### src/rtl/seg_pf_pkg.sv
package seg_pf_pkg;
  localparam int SEG_W  = 16;
  localparam int OFF_W  = 16;
  localparam int PHYS_W = 20;

  // segment shifted by four plus offset, truncated to the physical width
  function automatic logic [PHYS_W-1:0] phys_addr(input logic [SEG_W-1:0] seg,
                                                  input logic [OFF_W-1:0] off);
    logic [PHYS_W-1:0] base;
    base = {seg, 4'h0};
    return base + PHYS_W'(off);
  endfunction

  // bytes delivered by one transfer at an address with the given low bit
  function automatic logic [1:0] fetch_bytes(input int bus_bytes, input logic odd);
    if (bus_bytes == 2 && !odd) return 2'd2;
    return 2'd1;
  endfunction
endpackage

### src/rtl/seg_pf_queue.sv
module seg_pf_queue #(
  parameter int DEPTH = 6,
  parameter int CNT_W = $clog2(DEPTH + 1)
) (
  input  logic             clk,
  input  logic             rst_n,
  input  logic             flush,
  input  logic [1:0]       push_cnt,
  input  logic [7:0]       push_lo,
  input  logic [7:0]       push_hi,
  input  logic             pop,
  output logic             valid,
  output logic [7:0]       head,
  output logic [CNT_W-1:0] count,
  output logic [CNT_W-1:0] free,
  output logic             pop_take
);
  localparam int PTR_W = (DEPTH > 1) ? $clog2(DEPTH) : 1;

  logic [7:0]       store_q [DEPTH];
  logic [PTR_W-1:0] wr_q, rd_q;
  logic [CNT_W-1:0] count_q;

  function automatic logic [PTR_W-1:0] ptr_add(input logic [PTR_W-1:0] p,
                                               input logic [1:0] k);
    logic [PTR_W:0] s;
    s = {1'b0, p} + (PTR_W+1)'(k);
    if (s >= (PTR_W+1)'(DEPTH)) s = s - (PTR_W+1)'(DEPTH);
    return s[PTR_W-1:0];
  endfunction

  assign valid    = (count_q != '0);
  assign head     = store_q[rd_q];
  assign count    = count_q;
  assign free     = CNT_W'(DEPTH) - count_q;
  assign pop_take = pop && valid && !flush;

  always_ff @(posedge clk) begin
    if (push_cnt != 2'd0) store_q[wr_q] <= push_lo;
    if (push_cnt == 2'd2) store_q[ptr_add(wr_q, 2'd1)] <= push_hi;
  end

  always_ff @(posedge clk) begin
    if (!rst_n || flush) begin
      wr_q    <= '0;
      rd_q    <= '0;
      count_q <= '0;
    end else begin
      wr_q    <= ptr_add(wr_q, push_cnt);
      rd_q    <= ptr_add(rd_q, {1'b0, pop_take});
      count_q <= count_q + CNT_W'(push_cnt) - CNT_W'(pop_take);
    end
  end
endmodule

### src/rtl/seg_pf_fetch.sv
module seg_pf_fetch
  import seg_pf_pkg::*;
#(
  parameter int          BUS_BYTES = 2,
  parameter int          CNT_W     = 3,
  parameter logic [15:0] RESET_SEG = 16'hFFFF,
  parameter logic [15:0] RESET_OFF = 16'h0000
) (
  input  logic                   clk,
  input  logic                   rst_n,
  input  logic                   redirect,
  input  logic [SEG_W-1:0]       redirect_seg,
  input  logic [OFF_W-1:0]       redirect_off,
  input  logic                   bus_busy,
  input  logic [CNT_W-1:0]       free_bytes,
  input  logic                   mem_ack,
  input  logic [BUS_BYTES*8-1:0] mem_rdata,
  output logic                   mem_req,
  output logic [PHYS_W-1:0]      mem_addr,
  output logic [1:0]             push_cnt,
  output logic [7:0]             push_lo,
  output logic [7:0]             push_hi,
  output logic                   drop_pending,
  output logic                   issue_now
);
  logic [SEG_W-1:0]  seg_q;
  logic [OFF_W-1:0]  off_q;
  logic              req_q, drop_q;
  logic [PHYS_W-1:0] addr_q;
  logic              accept;
  logic [1:0]        off_step;

  assign accept    = req_q && mem_ack;
  assign issue_now = !req_q && !redirect && !bus_busy &&
                     (free_bytes >= CNT_W'(BUS_BYTES));
  assign off_step  = fetch_bytes(BUS_BYTES, off_q[0]);
  assign push_cnt  = (accept && !drop_q && !redirect) ?
                     fetch_bytes(BUS_BYTES, addr_q[0]) : 2'd0;
  assign mem_req      = req_q;
  assign mem_addr     = addr_q;
  assign drop_pending = drop_q;

  generate
    if (BUS_BYTES == 2) begin : g_wide
      assign push_lo = addr_q[0] ? mem_rdata[15:8] : mem_rdata[7:0];
      assign push_hi = mem_rdata[15:8];
    end else begin : g_narrow
      assign push_lo = mem_rdata[7:0];
      assign push_hi = 8'h00;
    end
  endgenerate

  always_ff @(posedge clk) begin
    if (!rst_n) begin
      seg_q  <= RESET_SEG;
      off_q  <= RESET_OFF;
      req_q  <= 1'b0;
      drop_q <= 1'b0;
      addr_q <= '0;
    end else begin
      if (accept) begin
        req_q  <= 1'b0;
        drop_q <= 1'b0;
      end
      if (redirect) begin
        seg_q <= redirect_seg;
        off_q <= redirect_off;
        if (req_q && !mem_ack) drop_q <= 1'b1;
      end else if (issue_now) begin
        req_q  <= 1'b1;
        addr_q <= phys_addr(seg_q, off_q);
        off_q  <= off_q + OFF_W'(off_step);
      end
    end
  end
endmodule

### src/rtl/seg_prefetch_unit.sv
module seg_prefetch_unit
  import seg_pf_pkg::*;
#(
  parameter int          BUS_BYTES   = 2,
  parameter int          QUEUE_DEPTH = 6,
  parameter logic [15:0] RESET_SEG   = 16'hFFFF,
  parameter logic [15:0] RESET_OFF   = 16'h0000
) (
  input  logic                                 clk,
  input  logic                                 rst_n,
  input  logic                                 redirect,
  input  logic [15:0]                          redirect_seg,
  input  logic [15:0]                          redirect_off,
  input  logic                                 bus_busy,
  output logic                                 mem_req,
  output logic [19:0]                          mem_addr,
  input  logic                                 mem_ack,
  input  logic [BUS_BYTES*8-1:0]               mem_rdata,
  input  logic                                 pop,
  output logic                                 q_valid,
  output logic [7:0]                           q_byte,
  output logic [$clog2(QUEUE_DEPTH+1)-1:0]     q_count
);
  localparam int CNT_W = $clog2(QUEUE_DEPTH + 1);

  // named internal events, observed by the bound checker
  logic [1:0]       push_cnt;
  logic [7:0]       push_lo, push_hi;
  logic [CNT_W-1:0] free_bytes;
  logic             pop_take;
  logic             fetch_drop;
  logic             fetch_issue;

  seg_pf_fetch #(
    .BUS_BYTES(BUS_BYTES),
    .CNT_W    (CNT_W),
    .RESET_SEG(RESET_SEG),
    .RESET_OFF(RESET_OFF)
  ) u_fetch (
    .clk         (clk),
    .rst_n       (rst_n),
    .redirect    (redirect),
    .redirect_seg(redirect_seg),
    .redirect_off(redirect_off),
    .bus_busy    (bus_busy),
    .free_bytes  (free_bytes),
    .mem_ack     (mem_ack),
    .mem_rdata   (mem_rdata),
    .mem_req     (mem_req),
    .mem_addr    (mem_addr),
    .push_cnt    (push_cnt),
    .push_lo     (push_lo),
    .push_hi     (push_hi),
    .drop_pending(fetch_drop),
    .issue_now   (fetch_issue)
  );

  seg_pf_queue #(
    .DEPTH(QUEUE_DEPTH),
    .CNT_W(CNT_W)
  ) u_queue (
    .clk     (clk),
    .rst_n   (rst_n),
    .flush   (redirect),
    .push_cnt(push_cnt),
    .push_lo (push_lo),
    .push_hi (push_hi),
    .pop     (pop),
    .valid   (q_valid),
    .head    (q_byte),
    .count   (q_count),
    .free    (free_bytes),
    .pop_take(pop_take)
  );
endmodule

### config.mk
export PLATFORM = sky130hd
export DESIGN_NAME = seg_prefetch_unit
export DESIGN_NICKNAME = d
export VERILOG_FILES = /design/src/rtl/seg_pf_pkg.sv /design/src/rtl/seg_pf_queue.sv /design/src/rtl/seg_pf_fetch.sv /design/src/rtl/seg_prefetch_unit.sv
export SDC_FILE = /design/constraint.sdc
export NUM_CORES = 1
export LEC_CHECK = 0
export BUFFER_PORTS_ARGS = -buffer_cell sky130_fd_sc_hd__buf_2
export CAP_MARGIN = 20
export CORE_UTILIZATION = 40
export DETAILED_ROUTE_END_ITERATION = 8
export GPL_ROUTABILITY_DRIVEN = 0
export GPL_TIMING_DRIVEN = 1
export SYNTH_ARGS = -nofsm -noshare
export SYNTH_HDL_FRONTEND = slang
export SYNTH_SLANG_ARGS = --single-unit
### constraint.sdc
create_clock -name clk -period 3.1 [get_ports clk]
set_input_delay 0.155 -clock clk [delete_from_list [all_inputs] [get_ports clk]]
set_output_delay 0.155 -clock clk [all_outputs]
set_load 0.02 [all_outputs]
==> results by group, run 1 <==
Outcome
  – Outcome: complete, no violations

STA
  – Final sum of negative setup slack: 0 ps
  – Slew @ Worst Pin: around 890 ps
  – Fin. max-slew vios: 0
  – RSZ-0062 raised after global routing: no
  – Timing-limited maximum frequency: 0.3802 GHz
  – Final Hold Violating Endpoints: 0
  – Final worst clock skew: 11.01 ps
  – Smallest setup slack after layout: 469.5 ps
  – Endpoints failing setup: 0
  – Fin crit period: 2631 ps
  – Final period utilization: 0.8485
  – Relative max-transition margin: 0.4043
  – Final-layout worst hold slack: 3.570 ps

Pwr
  – P_sw: 938.7 uW
  – Sw frac: 0.2846
  – Peak supply drop: 0.0002553 V
  – Pwr Density: 448.4 nW/um^2
  – Combinational power share: 0.154
  – Power share of the sequential group: 0.490
  – Design internal power: 2.360 mW
  – Static leakage: between 2 and 3 nW
  – Portion of total power attributed to the clock network: 0.356

Die
  – Std-Cell Core Area: 15370 sq um
  – Placement row count: 45
  – Horizontal die dimension: 128.3 microns
  – Starting Density: 0.4151
  – Height of the chip: 128.3 microns
  – Die footprint: 16460 sq um
  – I/O Pins: 87

Layout
  – Total number of nets in the final design: approximately 780
  – Multi-input gate area in the final layout: 3442 sq um
  – Final instance area: approximately 7400 sq um
  – Fill cell instance count of the final layout: 1401
  – Final core area utilization: 0.4786
  – Register area: 2703 sq um
  – Share of final-layout standard cells stronger than drive strength 1: 0.2778
  – Area overhead of the layout relative to synthesis: 15.32%
  – Number of antenna cells inserted: 0

Yosys
  – Post-Syn Instances: a little over 600
  – Post-synth net total: 699
  – Arithmetic-cell share of the synthesized area counting full adders, half adders and majority gates: 0.05844
  – XOR/XNOR Fraction of Synth Area: 0.01236
  – Number of enable-type register cells in the synthesized netlist: 48
  – Mux cell area share after synthesis: 0.1628
  – Synth top area cells: edfxtp_1 (23%), dfxtp_1 (20%), mux2_2 (8.5%)
  – Cell with the most instances after synthesis: dfxtp_1
  – Number of warning messages in the yosys log: 0
  – Summed instance area of the synthesized netlist: 6380 sq um
  – Proportion of netlist area held by the largest area contributor: 0.2259
  – Yosys reg bits: 111
  – Fraction of the yosys area taken by sequential cells: 0.4236
  – Combinational family with the most area after synthesis: multiplexers
  – Share of flip-flops with an asynchronous set or reset: 0
  – Simple-gate area share of the yosys netlist: 0.1540
  – Syn Area/Cell: 10.34 sq um
  – Commonest register cell after synthesis: dfxtp_1
  – Number of unique standard cell types used by synthesis: 74
  – Cell taking the most area after synthesis: edfxtp_1
  – Synth Area in Compound Gates: 0.1514
  – Top cell types by occurrence after synthesis: dfxtp_1 (63), nand2_1 (59), edfxtp_1 (48), mux2_2 (48), nor2_1 (48)

Worst setup path
  – Source of the critical timing path: u_fetch.mem_req$_SDFF_PN0_
  – Top Family by Delay on Critical Path: simple AND/OR/NAND/NOR gates
  – Maximum fanout along the worst path: 8
  – Max stage delay cell, worst path: or3_1
  – Cells along the critical path: nand2_1, or3_1, nor2_1, ha_1, fa_1, nand3_1, o21ai_0, a22oi_1, nor2_1
  – Worst Path Arrival: 2880 ps
  – Critical Setup Path Class: reg -> reg
  – Data required time at the worst endpoint: 3350 ps
  – Combined buffer and inverter count along the critical path: 0
  – Worst reg2reg startpoint: u_fetch.mem_req$_SDFF_PN0_
  – Category of the worst setup path capture point: register
  – Nature of the critical path startpoint: register
  – Worst stage delay on the critical path: 520 ps
  – Most frequent cell on the critical path: nor2_1

Clock network
  – Number of clock buffers inserted by TritonCTS: 9
  – Buffer type at the clock tree root: clkbuf_16
  – TritonCTS clock tree: done
  – Maximum root-to-sink buffer count: 2
  – Insertion delay to the later sink of the worst-skew pair: about 370 ps
  – Clock slew at the register clock pins of the worst setup and hold paths: 80 ps
  – Number of hold buffers added after CTS: 2
  – Deepest level of the CTS H-tree: 3
  – Number of clock sinks: about 110
  – Post-cts resize count: 0
  – Postcts setup bufs: 0

Placed design
  – Count of buffers from port buffering: 86
  – HPWL after DPL: 11070 microns
  – Worst slack after detailed placement: 500.7 ps
  – Placed cell areas: a little over 7000 sq um

Hold path
  – Min-delay src: redirect_seg[6]
  – Type of the most critical hold path: in -> reg

Drt
  – DRT antenna net count: 0
  – First DRT Iteration DRCs: 481
  – Post-route DRC violation count: 0
  – Average wire length per cell after detail routing: 16.86 microns
  – Total vias in the final route: 5038
  – Vias per inst: 5.518
  – Number of iterations in the first detailed-routing pass: 5
  – Final routed wirelength across all metal layers: between 15000 and 20000 microns

Global routing
  – Remaining global-route overflow: 0
  – Maximum number of pins on one net before global-route repair: 43
  – Via count of the first global-routing pass: 4914
  – Wire length of the first global-routing pass: 25350 microns
  – Number of antenna violations at the first check in global routing: 0
  – Gr usage total: 0.1972

Flow run
  – Number of violations of the max-capacitance limit: 0
[tightest hold or removal path: cells and delay by family]
kind	cells	cell delay, ps
AND/OR/NAND/NOR	1	50
buffers and inverters	1	80
multiplexers	1	50
[flip-flops by register name, summed over array words and instances, names as in the netlist, named ones only]
name,cells
u_queue.store_q,48
u_fetch.mem_addr,20
u_queue.count,3
u_queue.rd_q,3
u_queue.wr_q,3
u_fetch.seg_q,16
u_fetch.off_q,16
u_fetch.mem_req,1
[metrics by stage]
step           cells  power [mW]
2_1_floorplan    617       1.992
3_3_place_gp     894       2.136
3_5_place_dp     895       2.152
4_1_cts          913       3.322
5_1_grt          913       3.433
6_report         913       3.299
[path summary, 6_finish.rpt]
path                                                          to  slack (ps)  cells after the start
worst max register to register        u_queue.wr_q[2]$_SDFF_PP0_         470                      9
worst min-delay path               u_fetch.seg_q[6]$_SDFFE_PN1P_           4                      3
worst max-delay path                  u_queue.wr_q[2]$_SDFF_PP0_         470                      9
worst min register to register  u_fetch.mem_addr[3]$_SDFFE_PN0P_         460                      2
[per-layer routing]
metal,GRT usage,vias up,wire length (microns)
met4,0.06367,0,259
met5,0,-,0
met1,0.2752,2420,7354
li1,-,2466,-
met3,0.03548,17,755
met2,0.3078,135,7024
[cell type report]
class	instances	share of cell area
Clock inverter	7	0.009354
Multi-Input combinational cell	453	0.4679
Sequential cell	111	0.3673
Timing Repair Buffer	103	0.07925
Clock buffer	9	0.03061
Inverter	19	0.009694
Tap cell	211	0.03588
[power by group through the flow]
stage | clock network (mW) | registers [mW] | logic, mW
4_1_cts | 1.20 | 1.62 | 0.508
2_1_floorplan | 0 | 1.67 | 0.326
6_report | 1.17 | 1.62 | 0.508
5_1_grt | 1.25 | 1.62 | 0.560
3_5_place_dp | 0 | 1.65 | 0.502
3_3_place_gp | 0 | 1.65 | 0.487
[placed cells by master, fill, tap and decap left out, drive strengths merged, types with 8 or more instances in the layout]
| cell type | n |
|---|---|
| and3 | 12 |
| nor3 | 16 |
| buf | 101 |
| a31oi | 17 |
| edfxtp | 48 |
| a21oi | 42 |
| ha | 25 |
| nor2 | 49 |
| dfxtp | 63 |
| mux2i | 28 |
| nand4 | 8 |
| o21ai | 19 |
| mux2 | 51 |
| inv | 23 |
| mux4 | 8 |
| nand2 | 59 |
| clkbuf | 9 |
| nand3 | 23 |
[cells by family (layout without fill, tap and decap cells)]
group | count (synthesis) | in the layout
flops | 111 | 111
fa+ha+maj | 28 | 28
xor+xnor | 9 | 9
mux | 87 | 87
buf+inv | 53 | 138
simple gates | 197 | 197
compound gates | 132 | 132
Note: power is estimated with default switching activity, not from simulation.
==> run 2: changes to the inputs <==
Clock period 3.1 ns to 2.39 ns, I/O delays scaled along.
==> run 2 against run 1 <==
Net effect:
- clock power grew 28%
- power grew 30%
- cell count grew 2.8%
- utilization rose by 1.6 points
- die area unchanged
- critical endpoint is now u_queue.store_q[2][0]$_DFFE_PP_
- largest power group unchanged
- design area up 3.2%
- largest cell class unchanged
- combinational power up 36%
- via count rose by 1.1%
- worst hold slack better by 23 ps
- worst setup slack got worse by 350 ps
==> results by group, run 2 (same netlist as run 1, synthesis figures left out) <==
Pwr
  – Static leakage: between 3 and 4 nW
  – Pwr Density: 564.6 nW/um^2
  – Peak supply drop: 0.0003406 V

Die
  – Std-Cell Core Area: between 15000 and 20000 sq um
  – Starting Density: 0.4151
  – I/O Pins: 87
  – Horizontal die dimension: 128.3 microns
  – Height of the chip: 128.3 microns
  – Die footprint: 16460 sq um
  – Placement row count: 45

Layout
  – Final instance area: 7596 sq um
  – Most frequent cells in the layout: buf_2 (86), dfxtp_1 (62), nand2_1 (59)
  – Area overhead of the layout relative to synthesis: 19.06%
  – Fill cell instance count of the final layout: about 1400
  – Total number of nets in the final design: 805
  – Register area: 2704 sq um
  – Multi-input gate area in the final layout: approximately 3500 sq um
  – Max FFs per register: 48
  – Number of antenna cells inserted: 0
  – Top reg by flops: u_queue.store_q
  – Most frequent standard cell in the layout excluding fill and tap cells: buf_2
  – Share of final-layout standard cells stronger than drive strength 1: 0.2912

Global routing
  – Gr usage total: 0.1974
  – Met3 usage in global routing: 0.03047
  – Met1 GRT Util: 0.2661
  – Number of antenna violations at the first check in global routing: 0
  – Maximum number of pins on one net before global-route repair: 43
  – Routing usage on met2: 0.3138
  – Wire length of the first global-routing pass: 24920 microns
  – Remaining global-route overflow: 0
  – Gr busiest metal: met2
  – Via count of the first global-routing pass: 4922

Worst setup path
  – Worst R2R Setup Slack: 120 ps
  – Nature of the critical path startpoint: register
  – Maximum fanout along the worst path: 8
  – Critical Setup Path Class: reg -> reg
  – Worst stage delay on the critical path: 380 ps
  – Max stage delay cell, worst path: dfxtp_1
  – Cells along the critical path: inv_1, ha_1, buf_4, nor3_1, a31o_2, a31oi_4, mux2_2
  – Source of the critical timing path: u_queue.wr_q[1]$_SDFF_PP0_
  – Register-to-Register Path Depth: 7
  – Worst Path Arrival: 2400 ps
  – Data required time at the worst endpoint: between 2000 and 3000 ps
  – Worst reg2reg startpoint: u_queue.wr_q[1]$_SDFF_PP0_
  – R2r endpoint: u_queue.store_q[2][0]$_DFFE_PP_
  – Category of the worst setup path capture point: register

Placed design
  – HPWL after DPL: 10990 microns
  – Placed cell areas: approximately 7000 sq um
  – Worst slack after detailed placement: approximately 43 ps
  – Count of buffers from port buffering: 86

Clock network
  – Deepest level of the CTS H-tree: 3
  – Clock slew at the register clock pins of the worst setup and hold paths: 80 ps
  – Insertion delay to the later sink of the worst-skew pair: 370 ps
  – Number of clock buffers inserted by TritonCTS: 9
  – Number of clock sinks: about 110
  – Postcts setup bufs: 0
  – TritonCTS clock tree: done
  – Maximum root-to-sink buffer count: 2
  – Buffer type at the clock tree root: clkbuf_16

Drt
  – Number of iterations in the first detailed-routing pass: 5
  – Average wire length per cell after detail routing: approximately 16 microns
  – Total vias in the final route: 5093
  – DRT antenna net count: 0
  – Post-route DRC violation count: 0
  – First DRT Iteration DRCs: between 200 and 300
  – Vias per inst: 5.424
  – Final routed wirelength across all metal layers: about 15000 microns

Hold path
  – Type of the most critical hold path: in -> reg
  – Min-delay src: redirect_off[9]
  – Hold-critical path depth: 3
  – Hold worst-path end: u_fetch.off_q[9]$_SDFFE_PN0P_

STA
  – Final Hold Violating Endpoints: 0
  – Smallest setup slack after layout: 117.6 ps
  – Slew @ Worst Pin: 798.0 ps
  – Fin crit period: around 2300 ps
  – Final worst clock skew: ~9.5 ps
  – Timing-limited maximum frequency: 0.4401 GHz
  – Endpoints failing setup: 0
  – Fin. max-slew vios: 0
  – Relative max-transition margin: 0.4673
  – RSZ-0062 raised after global routing: no
  – Final sum of negative setup slack: 0 ps
  – Final period utilization: 0.9508

Flow run
  – Number of violations of the max-capacitance limit: 0

Outcome
  – Outcome: complete, no violations
## run 2: changes by cell type in the layout (fill, tap and decap cells not counted), moves of 2 or more
cell           delta
dlygate4sd3_1    +14
buf_4            +12
clkinvlp_4        +2
inv_6             -2
inv_8             +2
## run 2: final cells by class
class                      count  area share
clock buffer                   9     0.02965
clock inverter                 7    0.008401
inverter                      19    0.009389
multi-input combinational    453      0.4558
sequential                   111      0.3560
tap                          211     0.03476
timing repair buffer         129      0.1061
## run 2: worst max path at each step
stage,to,cells after the start
after global routing,u_queue.store_q[2][6]$_DFFE_PP_,7
after global placement,u_fetch.mem_addr[18]$_SDFFE_PN0P_,8
after detailed placement,u_fetch.mem_addr[18]$_SDFFE_PN0P_,8
final,u_queue.store_q[2][0]$_DFFE_PP_,7
after CTS,u_fetch.mem_addr[18]$_SDFFE_PN0P_,8
after floorplan,u_queue.wr_q[2]$_SDFF_PP0_,10
## run 2: where the power goes
group / switching (mW) / leakage, nW / internal (mW)
clock: 0.769 / 0.136 / 0.733
sequential: 0.0515 / 0.950 / 2.04
combinational: 0.388 / 1.99 / 0.304
## run 2: what timing repair did
| action | in CTS | in global routing |
|---|---|---|
| setup endpoints to repair | 0 | 7 |
| resized for setup | 0 | 5 |
| endpoints found under the hold margin | 16 | 0 |
| hold buffers | 16 | 0 |
## run 2: layer usage
metal / vias to the layer above / part of all wire
met2: 105 / 0.46
met1: 2438 / 0.48
met4: 0 / 0.023
li1: 2524 / -
met3: 26 / 0.037
met5: - / 0
## run 2: critical path: cells and delay by family, from the launching register on
family | cells | cell delay, ps
flip-flops | 1 | 380
adder cells (fa/ha/maj) | 1 | 350
multiplexers | 1 | 380
buffers and inverters | 2 | 250
AO/OA/AOI/OAI | 2 | 630
AND/OR/NAND/NOR | 1 | 40
## run 2: metrics by stage
stage	power, mW	utilization	std cells	hold WS (ps)
after floorplan	2.584	-	617	248.2
after global placement	2.782	0.4638	907	332.1
after detailed placement	2.799	0.4638	907	341.0
after CTS	4.319	0.4930	939	21.64
after global routing	4.476	0.4942	939	28.44
final	4.289	0.4942	939	26.83
